[src/rtl/bsd_pkg.sv]
package bsd_pkg;

    localparam int DEF_DECIM   = 64;
    localparam int DEF_STAGES  = 5;
    localparam int DEF_OUT_W   = 18;

    typedef enum logic [0:0] {
        ST_FILL = 1'b0,
        ST_RUN  = 1'b1
    } bsd_state_e;

endpackage

[src/rtl/bsd_integrators.sv]
module bsd_integrators #(
    parameter int STAGES = 5,
    parameter int ACC_W  = 32
) (
    input  logic                    clk,
    input  logic                    rst_n,
    input  logic                    step_en,
    input  logic                    in_bit,
    output logic signed [ACC_W-1:0] sum_o
);

    localparam logic signed [ACC_W-1:0] UNIT = ACC_W'(1);

    logic signed [ACC_W-1:0] acc_q [STAGES];
    logic signed [ACC_W-1:0] acc_d [STAGES];

    for (genvar k = 0; k < STAGES; k++) begin : g_stage
        if (k == 0) begin : g_first
            assign acc_d[k] = acc_q[k] + (in_bit ? UNIT : -UNIT);
        end else begin : g_next
            assign acc_d[k] = acc_q[k] + acc_d[k-1];
        end

        always_ff @(posedge clk or negedge rst_n) begin
            if (!rst_n) begin
                acc_q[k] <= '0;
            end else if (step_en) begin
                acc_q[k] <= acc_d[k];
            end
        end
    end

    assign sum_o = acc_d[STAGES-1];

endmodule

[src/rtl/bsd_combs.sv]
module bsd_combs #(
    parameter int STAGES = 5,
    parameter int ACC_W  = 32
) (
    input  logic                    clk,
    input  logic                    rst_n,
    input  logic                    load,
    input  logic signed [ACC_W-1:0] in_val,
    output logic signed [ACC_W-1:0] out_val
);

    logic signed [ACC_W-1:0] stage_in  [STAGES];
    logic signed [ACC_W-1:0] stage_out [STAGES];
    logic signed [ACC_W-1:0] dly_q     [STAGES];

    for (genvar k = 0; k < STAGES; k++) begin : g_stage
        if (k == 0) begin : g_first
            assign stage_in[k] = in_val;
        end else begin : g_next
            assign stage_in[k] = stage_out[k-1];
        end

        assign stage_out[k] = stage_in[k] - dly_q[k];

        always_ff @(posedge clk or negedge rst_n) begin
            if (!rst_n) begin
                dly_q[k] <= '0;
            end else if (load) begin
                dly_q[k] <= stage_in[k];
            end
        end
    end

    assign out_val = stage_out[STAGES-1];

endmodule

[src/rtl/bsd_scaler.sv]
module bsd_scaler #(
    parameter int ACC_W = 32,
    parameter int OUT_W = 18,
    parameter int SHIFT = 13
) (
    input  logic                    clk,
    input  logic                    rst_n,
    input  logic                    load,
    input  logic signed [ACC_W-1:0] in_val,
    output logic        [OUT_W-1:0] word_o
);

    localparam logic signed [ACC_W-1:0] POS_LIM    = ACC_W'((2 ** (OUT_W - 1)) - 1);
    localparam logic signed [ACC_W-1:0] NEG_LIM    = ~POS_LIM;
    localparam logic signed [ACC_W-1:0] POS_THRESH = (POS_LIM + ACC_W'(1)) <<< SHIFT;
    localparam logic        [OUT_W-1:0] POS_WORD   = POS_LIM[OUT_W-1:0];

    logic signed [ACC_W-1:0] shifted;
    logic        [OUT_W-1:0] word_d;
    logic        [OUT_W-1:0] word_q;

    always_comb begin
        shifted = in_val >>> SHIFT;
        if (shifted > POS_LIM) begin
            word_d = POS_LIM[OUT_W-1:0];
        end else if (shifted < NEG_LIM) begin
            word_d = NEG_LIM[OUT_W-1:0];
        end else begin
            word_d = shifted[OUT_W-1:0];
        end
    end

    always_ff @(posedge clk or negedge rst_n) begin
        if (!rst_n) begin
            word_q <= '0;
        end else if (load) begin
            word_q <= word_d;
        end
    end

    assign word_o = word_q;

    // a filter value at or beyond positive full scale lands on the top code
    a_r3_clamp_high: assert property (@(posedge clk) disable iff (!rst_n)
        ($past(load) && ($signed($past(in_val)) >= POS_THRESH)) |-> (word_q == POS_WORD));

    // the word only changes when a new sample is loaded
    a_r5_word_hold: assert property (@(posedge clk) disable iff (!rst_n)
        !load |=> $stable(word_q));

endmodule

[src/rtl/bsd_sequencer.sv]
module bsd_sequencer
    import bsd_pkg::*;
#(
    parameter int DECIM       = 64,
    parameter int SETTLE_OUTS = 5
) (
    input  logic clk,
    input  logic rst_n,
    input  logic mod_en,
    input  logic frame_sync,
    output logic dec_o,
    output logic valid_o,
    output logic settle_o
);

    localparam int PH_W   = $clog2(DECIM);
    localparam int FILL_W = $clog2(SETTLE_OUTS + 1);
    localparam logic [PH_W-1:0]   PH_LAST   = PH_W'(DECIM - 1);
    localparam logic [FILL_W-1:0] FILL_LAST = FILL_W'(SETTLE_OUTS - 1);

    bsd_state_e        state_q, state_d;
    logic [FILL_W-1:0] fill_q, fill_d;
    logic [PH_W-1:0]   phase_q, pos;
    logic              start_here, realign, dec;
    logic              valid_q, settle_q;

    always_comb begin
        start_here = mod_en && frame_sync;
        realign    = start_here && (phase_q != '0);
        pos        = start_here ? '0 : phase_q;
        dec        = mod_en && (pos == PH_LAST);
    end

    always_ff @(posedge clk or negedge rst_n) begin
        if (!rst_n) begin
            phase_q <= '0;
        end else if (mod_en) begin
            phase_q <= (pos == PH_LAST) ? '0 : pos + PH_W'(1);
        end
    end

    always_comb begin
        state_d = state_q;
        fill_d  = fill_q;
        unique case (state_q)
            ST_FILL: begin
                if (realign) begin
                    fill_d = '0;
                end else if (dec) begin
                    if (fill_q == FILL_LAST) begin
                        state_d = ST_RUN;
                        fill_d  = '0;
                    end else begin
                        fill_d = fill_q + FILL_W'(1);
                    end
                end
            end
            ST_RUN: begin
                if (realign) begin
                    state_d = ST_FILL;
                    fill_d  = '0;
                end
            end
            default: begin
                state_d = ST_FILL;
                fill_d  = '0;
            end
        endcase
    end

    always_ff @(posedge clk or negedge rst_n) begin
        if (!rst_n) begin
            state_q <= ST_FILL;
            fill_q  <= '0;
        end else begin
            state_q <= state_d;
            fill_q  <= fill_d;
        end
    end

    always_ff @(posedge clk or negedge rst_n) begin
        if (!rst_n) begin
            valid_q  <= 1'b0;
            settle_q <= 1'b1;
        end else begin
            valid_q <= dec;
            if (dec) begin
                settle_q <= (state_q == ST_FILL);
            end
        end
    end

    assign dec_o    = dec;
    assign valid_o  = valid_q;
    assign settle_o = settle_q;

    // a mid-frame restart returns the machine to FILL with an empty count
    a_r4_realign_fill: assert property (@(posedge clk) disable iff (!rst_n)
        realign |=> (state_q == ST_FILL && fill_q == '0));

    // RUN is only entered on a decimation that completes the settle count
    a_r6_run_entry: assert property (@(posedge clk) disable iff (!rst_n)
        $rose(state_q == ST_RUN) |-> ($past(dec) && $past(fill_q) == FILL_LAST));

    // an output flagged as settled is only produced from RUN
    a_r6_settled_from_run: assert property (@(posedge clk) disable iff (!rst_n)
        (valid_q && !settle_q) |-> ($past(state_q) == ST_RUN));

endmodule

[src/rtl/bitstream_decimator.sv]
module bitstream_decimator
    import bsd_pkg::*;
#(
    parameter int DECIM  = DEF_DECIM,
    parameter int STAGES = DEF_STAGES,
    parameter int OUT_W  = DEF_OUT_W
) (
    input  logic             clk,
    input  logic             rst_n,
    input  logic             mod_en,
    input  logic             frame_sync,
    input  logic             bit_l,
    input  logic             bit_r,
    output logic [OUT_W-1:0] pcm_l,
    output logic [OUT_W-1:0] pcm_r,
    output logic             pcm_valid,
    output logic             pcm_settling
);

    localparam int NUM_CH    = 2;
    localparam int GAIN_BITS = STAGES * $clog2(DECIM);
    localparam int ACC_W     = GAIN_BITS + 2;
    localparam int SHIFT     = GAIN_BITS - (OUT_W - 1);

    logic                    dec;
    logic [NUM_CH-1:0]       ch_bits;
    logic [OUT_W-1:0]        ch_word [NUM_CH];

    assign ch_bits = {bit_r, bit_l};

    bsd_sequencer #(
        .DECIM       (DECIM),
        .SETTLE_OUTS (STAGES)
    ) u_seq (
        .clk        (clk),
        .rst_n      (rst_n),
        .mod_en     (mod_en),
        .frame_sync (frame_sync),
        .dec_o      (dec),
        .valid_o    (pcm_valid),
        .settle_o   (pcm_settling)
    );

    for (genvar ch = 0; ch < NUM_CH; ch++) begin : g_chan
        logic signed [ACC_W-1:0] integ_sum;
        logic signed [ACC_W-1:0] comb_val;

        bsd_integrators #(
            .STAGES (STAGES),
            .ACC_W  (ACC_W)
        ) u_integ (
            .clk     (clk),
            .rst_n   (rst_n),
            .step_en (mod_en),
            .in_bit  (ch_bits[ch]),
            .sum_o   (integ_sum)
        );

        bsd_combs #(
            .STAGES (STAGES),
            .ACC_W  (ACC_W)
        ) u_comb (
            .clk     (clk),
            .rst_n   (rst_n),
            .load    (dec),
            .in_val  (integ_sum),
            .out_val (comb_val)
        );

        bsd_scaler #(
            .ACC_W (ACC_W),
            .OUT_W (OUT_W),
            .SHIFT (SHIFT)
        ) u_scale (
            .clk    (clk),
            .rst_n  (rst_n),
            .load   (dec),
            .in_val (comb_val),
            .word_o (ch_word[ch])
        );
    end

    assign pcm_l = ch_word[0];
    assign pcm_r = ch_word[1];

    // each output is announced by a single-cycle pulse
    a_r5_valid_single: assert property (@(posedge clk) disable iff (!rst_n)
        pcm_valid |=> !pcm_valid);

    // a new sample is announced only after an enabled bit
    a_r2_valid_after_enable: assert property (@(posedge clk) disable iff (!rst_n)
        $rose(pcm_valid) |-> $past(mod_en));

endmodule

[config.mk]
export PLATFORM = sky130hd
export DESIGN_NAME = bitstream_decimator
export DESIGN_NICKNAME = d
export VERILOG_FILES = /design/src/rtl/bsd_pkg.sv /design/src/rtl/bsd_integrators.sv /design/src/rtl/bsd_combs.sv /design/src/rtl/bsd_scaler.sv /design/src/rtl/bsd_sequencer.sv /design/src/rtl/bitstream_decimator.sv
export SDC_FILE = /design/constraint.sdc
export NUM_CORES = 2
export LEC_CHECK = 0
export CORE_MARGIN = 5
export CORE_UTILIZATION = 56
export DETAILED_ROUTE_END_ITERATION = 8
export PLACE_DENSITY_LB_ADDON = 0.15
export SYNTH_ARGS = -nofsm -noshare
export SYNTH_HDL_FRONTEND = slang
export SYNTH_SLANG_ARGS = --single-unit
[constraint.sdc]
create_clock -name clk -period 18.5 [get_ports clk]
set_input_delay 1.85 -clock clk [delete_from_list [all_inputs] [get_ports clk]]
set_output_delay 1.85 -clock clk [all_outputs]
set_load 0.03 [all_outputs]
# After elaboration in Yosys (flattened, before gate mapping)
# Index checks and enable logic that the tools add are counted.
# W data, S select, Z words.
[op_classes]
shifts = 0
add_sub_neg = 22
n_div = 0
reduce_logical = 5
bitwise_logic = 1
magnitude_cmp = 4
mul = 0
muxes = 18
n_eq_ne = 4
[ops]
columns = ["operator", "n"]
rows = [
  ["$add A32 B32 Y32", 10],
  ["$sub A32 B32 Y32", 10],
  ["$mux W18", 4],
  ["$mux W32", 2],
  ["$gt A19 B18 Y1 const B", 2],
  ["$lt A19 B18 Y1 const B", 2],
  ["$mux W3", 4],
  ["$mux W6", 2],
  ["$add A6 B1 Y6 const B", 1],
  ["$eq A6 B6 Y1 const B", 1],
  ["$pmux W3 S2", 1],
  ["$reduce_bool A6 Y1", 1],
  ["$mux W1", 4],
  ["$add A3 B1 Y3 const B", 1],
  ["$eq A3 B3 Y1 const B", 1],
  ["$logic_and A1 B1 Y1", 3],
  ["$ne A3 B1 Y1 const B", 1],
  ["$ne A2 B2 Y1 const B", 1],
  ["$pmux W1 S2", 1],
  ["$reduce_and A2 Y1", 1],
  ["$not A1 Y1", 1],
]
[word_totals]
ram_bits = 0
register_bits = 688
elab_cells = 81
mem_bits_ro = 0
latch_bits = 0
inputBits = 6
memories = 0
output_inout_bits = 38

# Longest topological paths before layout
[depth]
ltp_word = 14
ltp_mapped = 77
ltp_nobuf = 76

# Cells and area by module
# A second synthesis with hierarchy kept.
[unflattened]
hier_cells = 6411
area_unflattened_um2 = 56984.7
[modules_own_cells]
columns = ["mod", "seq_area_each_um2", "area_each_um2", "n_inst", "cells_per_inst"]
rows = [
  ["bsd_integrators (g_chan[1].u_integ)", 4003.8, 13765.7, 1, 1448],
  ["bsd_integrators (g_chan[0].u_integ)", 4003.8, 13658.1, 1, 1440],
  ["bsd_combs (g_chan[0].u_comb)", 4003.8, 13648.1, 1, 1646],
  ["bsd_combs (g_chan[1].u_comb)", 4003.8, 13374.1, 1, 1607],
  ["bsd_scaler", 450.4, 899.6, 2, 97],
  ["bsd_sequencer", 301.5, 739.5, 1, 76],
]

# Worst setup path before layout
# OpenSTA, ideal clock, no wires.
[synth_path]
path_kind = "in2reg"
startpoint = "input bit_l"
endpoint = "register g_chan[0].u_scale.word_q[8]"
required_time_ps = 18372
path_buffers = 1
setup_ps = 128
arrival_ps = 15816
stages = 72
setup_slack_ps = 2555
cell_sequence = "inv_1 ha_1 a21o_1 a21oi_1 o21bai_1 a21oi_1 o21bai_1 a21oi_1 o21bai_1 a21oi_1 o21bai_1 a21oi_1 xnor2_1 ha_1 and3_1 a221oi_1 nand2_1 xor2_1 [36 not listed] o31ai_1 xnor2_1 ha_1 and3_1 nand3_1 inv_1 nand3_1 o22ai_1 nor2_1 a311oi_1 and4_1 a311oi_1 xnor3_1 xnor3_2 and2_1 buf_6 nor2b_1 o21ai_1"
[synth_lines]
columns = ["item", "line", "rtl"]
rows = [
  ["start, declared", "bitstream_decimator.sv:12", "input logic bit_l,"],
  ["end signal, assigned", "bsd_scaler.sv:37", "word_q <= word_d;"],
  ["end, declared", "bsd_scaler.sv:20", "logic [OUT_W-1:0] word_q;"],
]

==> impl_summary.txt <==
----------------------------------------------------
[Worst hold path]
  Worst hold path class ... flop to flop
  Hold Path Sink ... g_chan[1].u_comb.dly_q[158]
  Source of the worst hold timing path ... g_chan[1].u_comb.dly_q[158]
  Hold Crit Depth ... 2

[Synth]
  Number of cells produced by synthesis ... between 5000 and 6000
  Synth unique cells ... 89
  Net count after synthesis ... ~6600
  Combined area of all synthesized cells ... between 50000 and 60000 um^2
  Post-synth EDFFs ... 0
  Most common flop cell mapped by yosys ... dfrtp_1
  Register area share after synthesis ... 32.24%
  Proportion of register bits with asynchronous set or reset after synthesis ... 100.0%
  Per-instance average area after synthesis ... 8.922 um^2
  Yosys warnings ... 0
  Flop and latch count out of synthesis ... 688

[Worst setup path]
  Worst Path Max Fanout ... 34
  Setup slack on the worst flop-to-flop path ... 2850 ps
  Depth of the worst register-to-register path ... 70
  Timing startpoint of the critical path ... bit_l
  Critical path startpoint category ... input port
  Crit Path Class ... input port to flop
  Worst flop-to-flop path endpoint ... g_chan[0].u_scale.word_o[16]
  Data arrival time of the worst path ... 17550 ps
  Delay of the slowest cell on the worst path ... roughly 470 ps
  Critical Path Most Common Cell ... ha_1
  Endpoint required time on the critical path ... between 15000 and 20000 ps
  RR Startpoint ... g_chan[0].u_integ.acc_q[128]
  Critical Path Sink Type ... flop
  Cell at the slowest stage of the critical path ... xnor3_4

[Clock tree]
  Number of clock sinks seen by CTS ... around 690
  Library cell used as clock root buffer ... clkbuf_16
  Inserted Clock Buffers ... 82
  Clock slew at the register clock pins of the worst setup and hold paths ... 60 ps
  Source-to-sink clock delay at the later pin of the worst-skew pair ... 630 ps
  Buffer levels on the longest clock path ... 3
  Post-CTS Setup Repair Bufs ... 0
  Clock tree from TritonCTS ... built
  Number of buffers added to fix hold violations after cts ... 0
  Number of levels in the clock H-tree ... 3

[Place]
  Total half-perimeter wirelength after legalization and detailed placement ... 76520 um
  Final weighted congestion in routability-driven placement ... roughly 0.85
  Place WS ... about 670 ps
  Port bufs ... 43
  DP Cell Count ... 7189

[Drt]
  Top routing layer used ... met4
  Final routed wirelength across all metal layers ... roughly 110000 um
  Via density ... roughly 5.6
  Remaining antenna violation count after routing ... 0
  Routed via count ... about 41000
  Total met3 wirelength after detailed routing ... approximately 2500 um
  Post-detailed-route wirelength per cell ... ~14 um
  Routed wl met2 ... between 50000 and 60000 um
  Count of routing violations after the opening detailed-route iteration ... about 2000
  Number of iterations in the first detailed-routing pass ... 5
  Count of unresolved DRC violations after routing ... 0
  M1 WL ... approximately 49000 um

[Global routing]
  Number of global-route vias before repair ... between 30000 and 40000
  Total global routing overflow ... 0
  Gr usage total ... around 20%
  Initial antenna violation count ... 0
  Pin count of the biggest net entering global routing ... ~280
  Wire length of the first global-routing pass ... 181800 um

[Die]
  Area of the die ... 101600 um^2
  Core Footprint ... ~95000 um^2
  Height of the die ... 318.8 um
  Die span in x ... about 320 um
  I/O Pins ... 44
  Floorplan row count ... around 110
  Initial core utilization ... around 56%

[Timing]
  Worst Max-Slew Pin Slew ... 1070 ps
  Final hold violations ... 0
  FMAX ... a little under 0.06 GHz
  RSZ-0062 raised after global routing ... false
  Pins over their slew limit ... 0
  Setup violation total in the final timing report ... 0
  Total negative slack ... 0 ps
  Setup ws final ... between 1000 and 1500 ps
  Crit share post-route ... between 90% and 100%
  Clk_skew ... about 18 ps
  Worst relative slew slack ... ~29%
  Post-layout min period ... approximately 17000 ps

[Layout]
  Layout-stage area growth over the synthesis result ... 8.270%
  Most frequent standard cell in the layout excluding fill and tap cells ... dfrtp_1
  Net count, final ... roughly 6700
  Cell Count, Final, Fillers Out ... ~7300
  Antenna Diode Count ... 0
  Most frequent cells in the layout ... 687 x dfrtp_1, 625 x ha_1, 541 x o21ai_0, 521 x nand2_1, 519 x inv_1
  Share of final-layout standard cells stronger than drive strength 1 ... between 8 and 9%

[Status]
  Run status ... complete, no violations

[Run]
  Number of maximum-capacitance constraint violations ... 0

----------------------------------------------------
## kinds of logic (layout without fill, tap and decap cells)
| group | count (synthesis) | after routing | synth area share (%) |
|---|---|---|---|
| flops | 688 | 688 | 32.24 |
| compound gates | 1731 | 1731 | 20.05 |
| xor+xnor | 521 | 521 | 8.804 |
| buf+inv | 644 | 732 | 4.543 |
| simple gates | 1436 | 1436 | 12.26 |
| mux | 323 | 323 | 6.787 |
| fa+ha+maj | 643 | 643 | 15.32 |
## per-stage QoR
step | instance area [um^2] | util [%] | hold slack (ps)
2_1_floorplan | 53410 | - | 444.4
3_3_place_gp | 55150 | 58.13 | 462.0
3_5_place_dp | 55150 | 58.13 | 466.9
4_1_cts | 57810 | 60.94 | 480.1
5_1_grt | 57820 | 60.95 | 507.6
6_report | 57820 | 60.95 | 476.7
## worst max-delay path, delay by kind of cell
family,cells,cell delay [ps]
fa+ha+maj,10,3080
buf+inv,5,1050
simple gates,19,3420
compound gates,30,6070
xor+xnor,10,2070
## cells in the mapped netlist (67+ instances only)
library cell  number  area (um^2)
clkbuf_1         109        409.1
nand2b_1          67        419.2
nor2_1           409         1535
o21bai_1          73        548.0
dfrtp_1          687        17190
ha_1             625         7820
nor3_1            83        415.4
nand3_1           75        375.4
mux2_2           313         3525
nand2_1          522         1959
o21a_1            94        705.7
inv_1            521         1956
xnor2_1          382         3346
a21oi_1          443         2217
a21o_1           189         1419
xor2_1           128         1121
o21ai_0          542         2713
## final cells by class
cell class	instances	area, um^2
clock buffers	125	2457
clock inverters	25	210.2
fillers	8283	37050
inverters	521	1963
multi-input cells	4654	33780
flip-flops and latches	688	17220
well taps	1265	1583
repair buffers	61	613.1
## layer usage
metal	GRT usage, %	up-vias
met1	26.86	19278
met4	4.935	0
met3	2.181	141
met2	35.57	393
li1	-	21148
met5	0	-
## sequential cells by signal, indices dropped and copies added, names as in the netlist
register,cells
g_chan.u_comb.dly_q,320
g_chan.u_integ.acc_q,320
g_chan.u_scale.word_o,36
u_seq.phase_q,6
u_seq.fill_q,3
u_seq.settle_o,1
u_seq.state_q,1
u_seq.valid_o,1
## timing repair
item | 4_1_cts | 5_1_grt
hold endpoints to repair | 0 | 0
gates resized for setup | 0 | 3
endpoints found under the setup margin | 0 | 17
## worst max-delay path by stage
stage / slack [ps] / end
2_1_floorplan: 2560 / g_chan[0].u_scale.word_o[8]
3_3_place_gp: 1180 / g_chan[0].u_scale.word_o[14]
3_5_place_dp: 670 / g_chan[0].u_scale.word_o[7]
4_1_cts: 1260 / g_chan[0].u_scale.word_o[7]
5_1_grt: 30 / g_chan[0].u_scale.word_o[10]
6_report: 1450 / g_chan[0].u_scale.word_o[16]
Power is left out: the tool's default activity adds up to more than one toggle a clock period on the data nets, which glitch-free logic cannot reach.
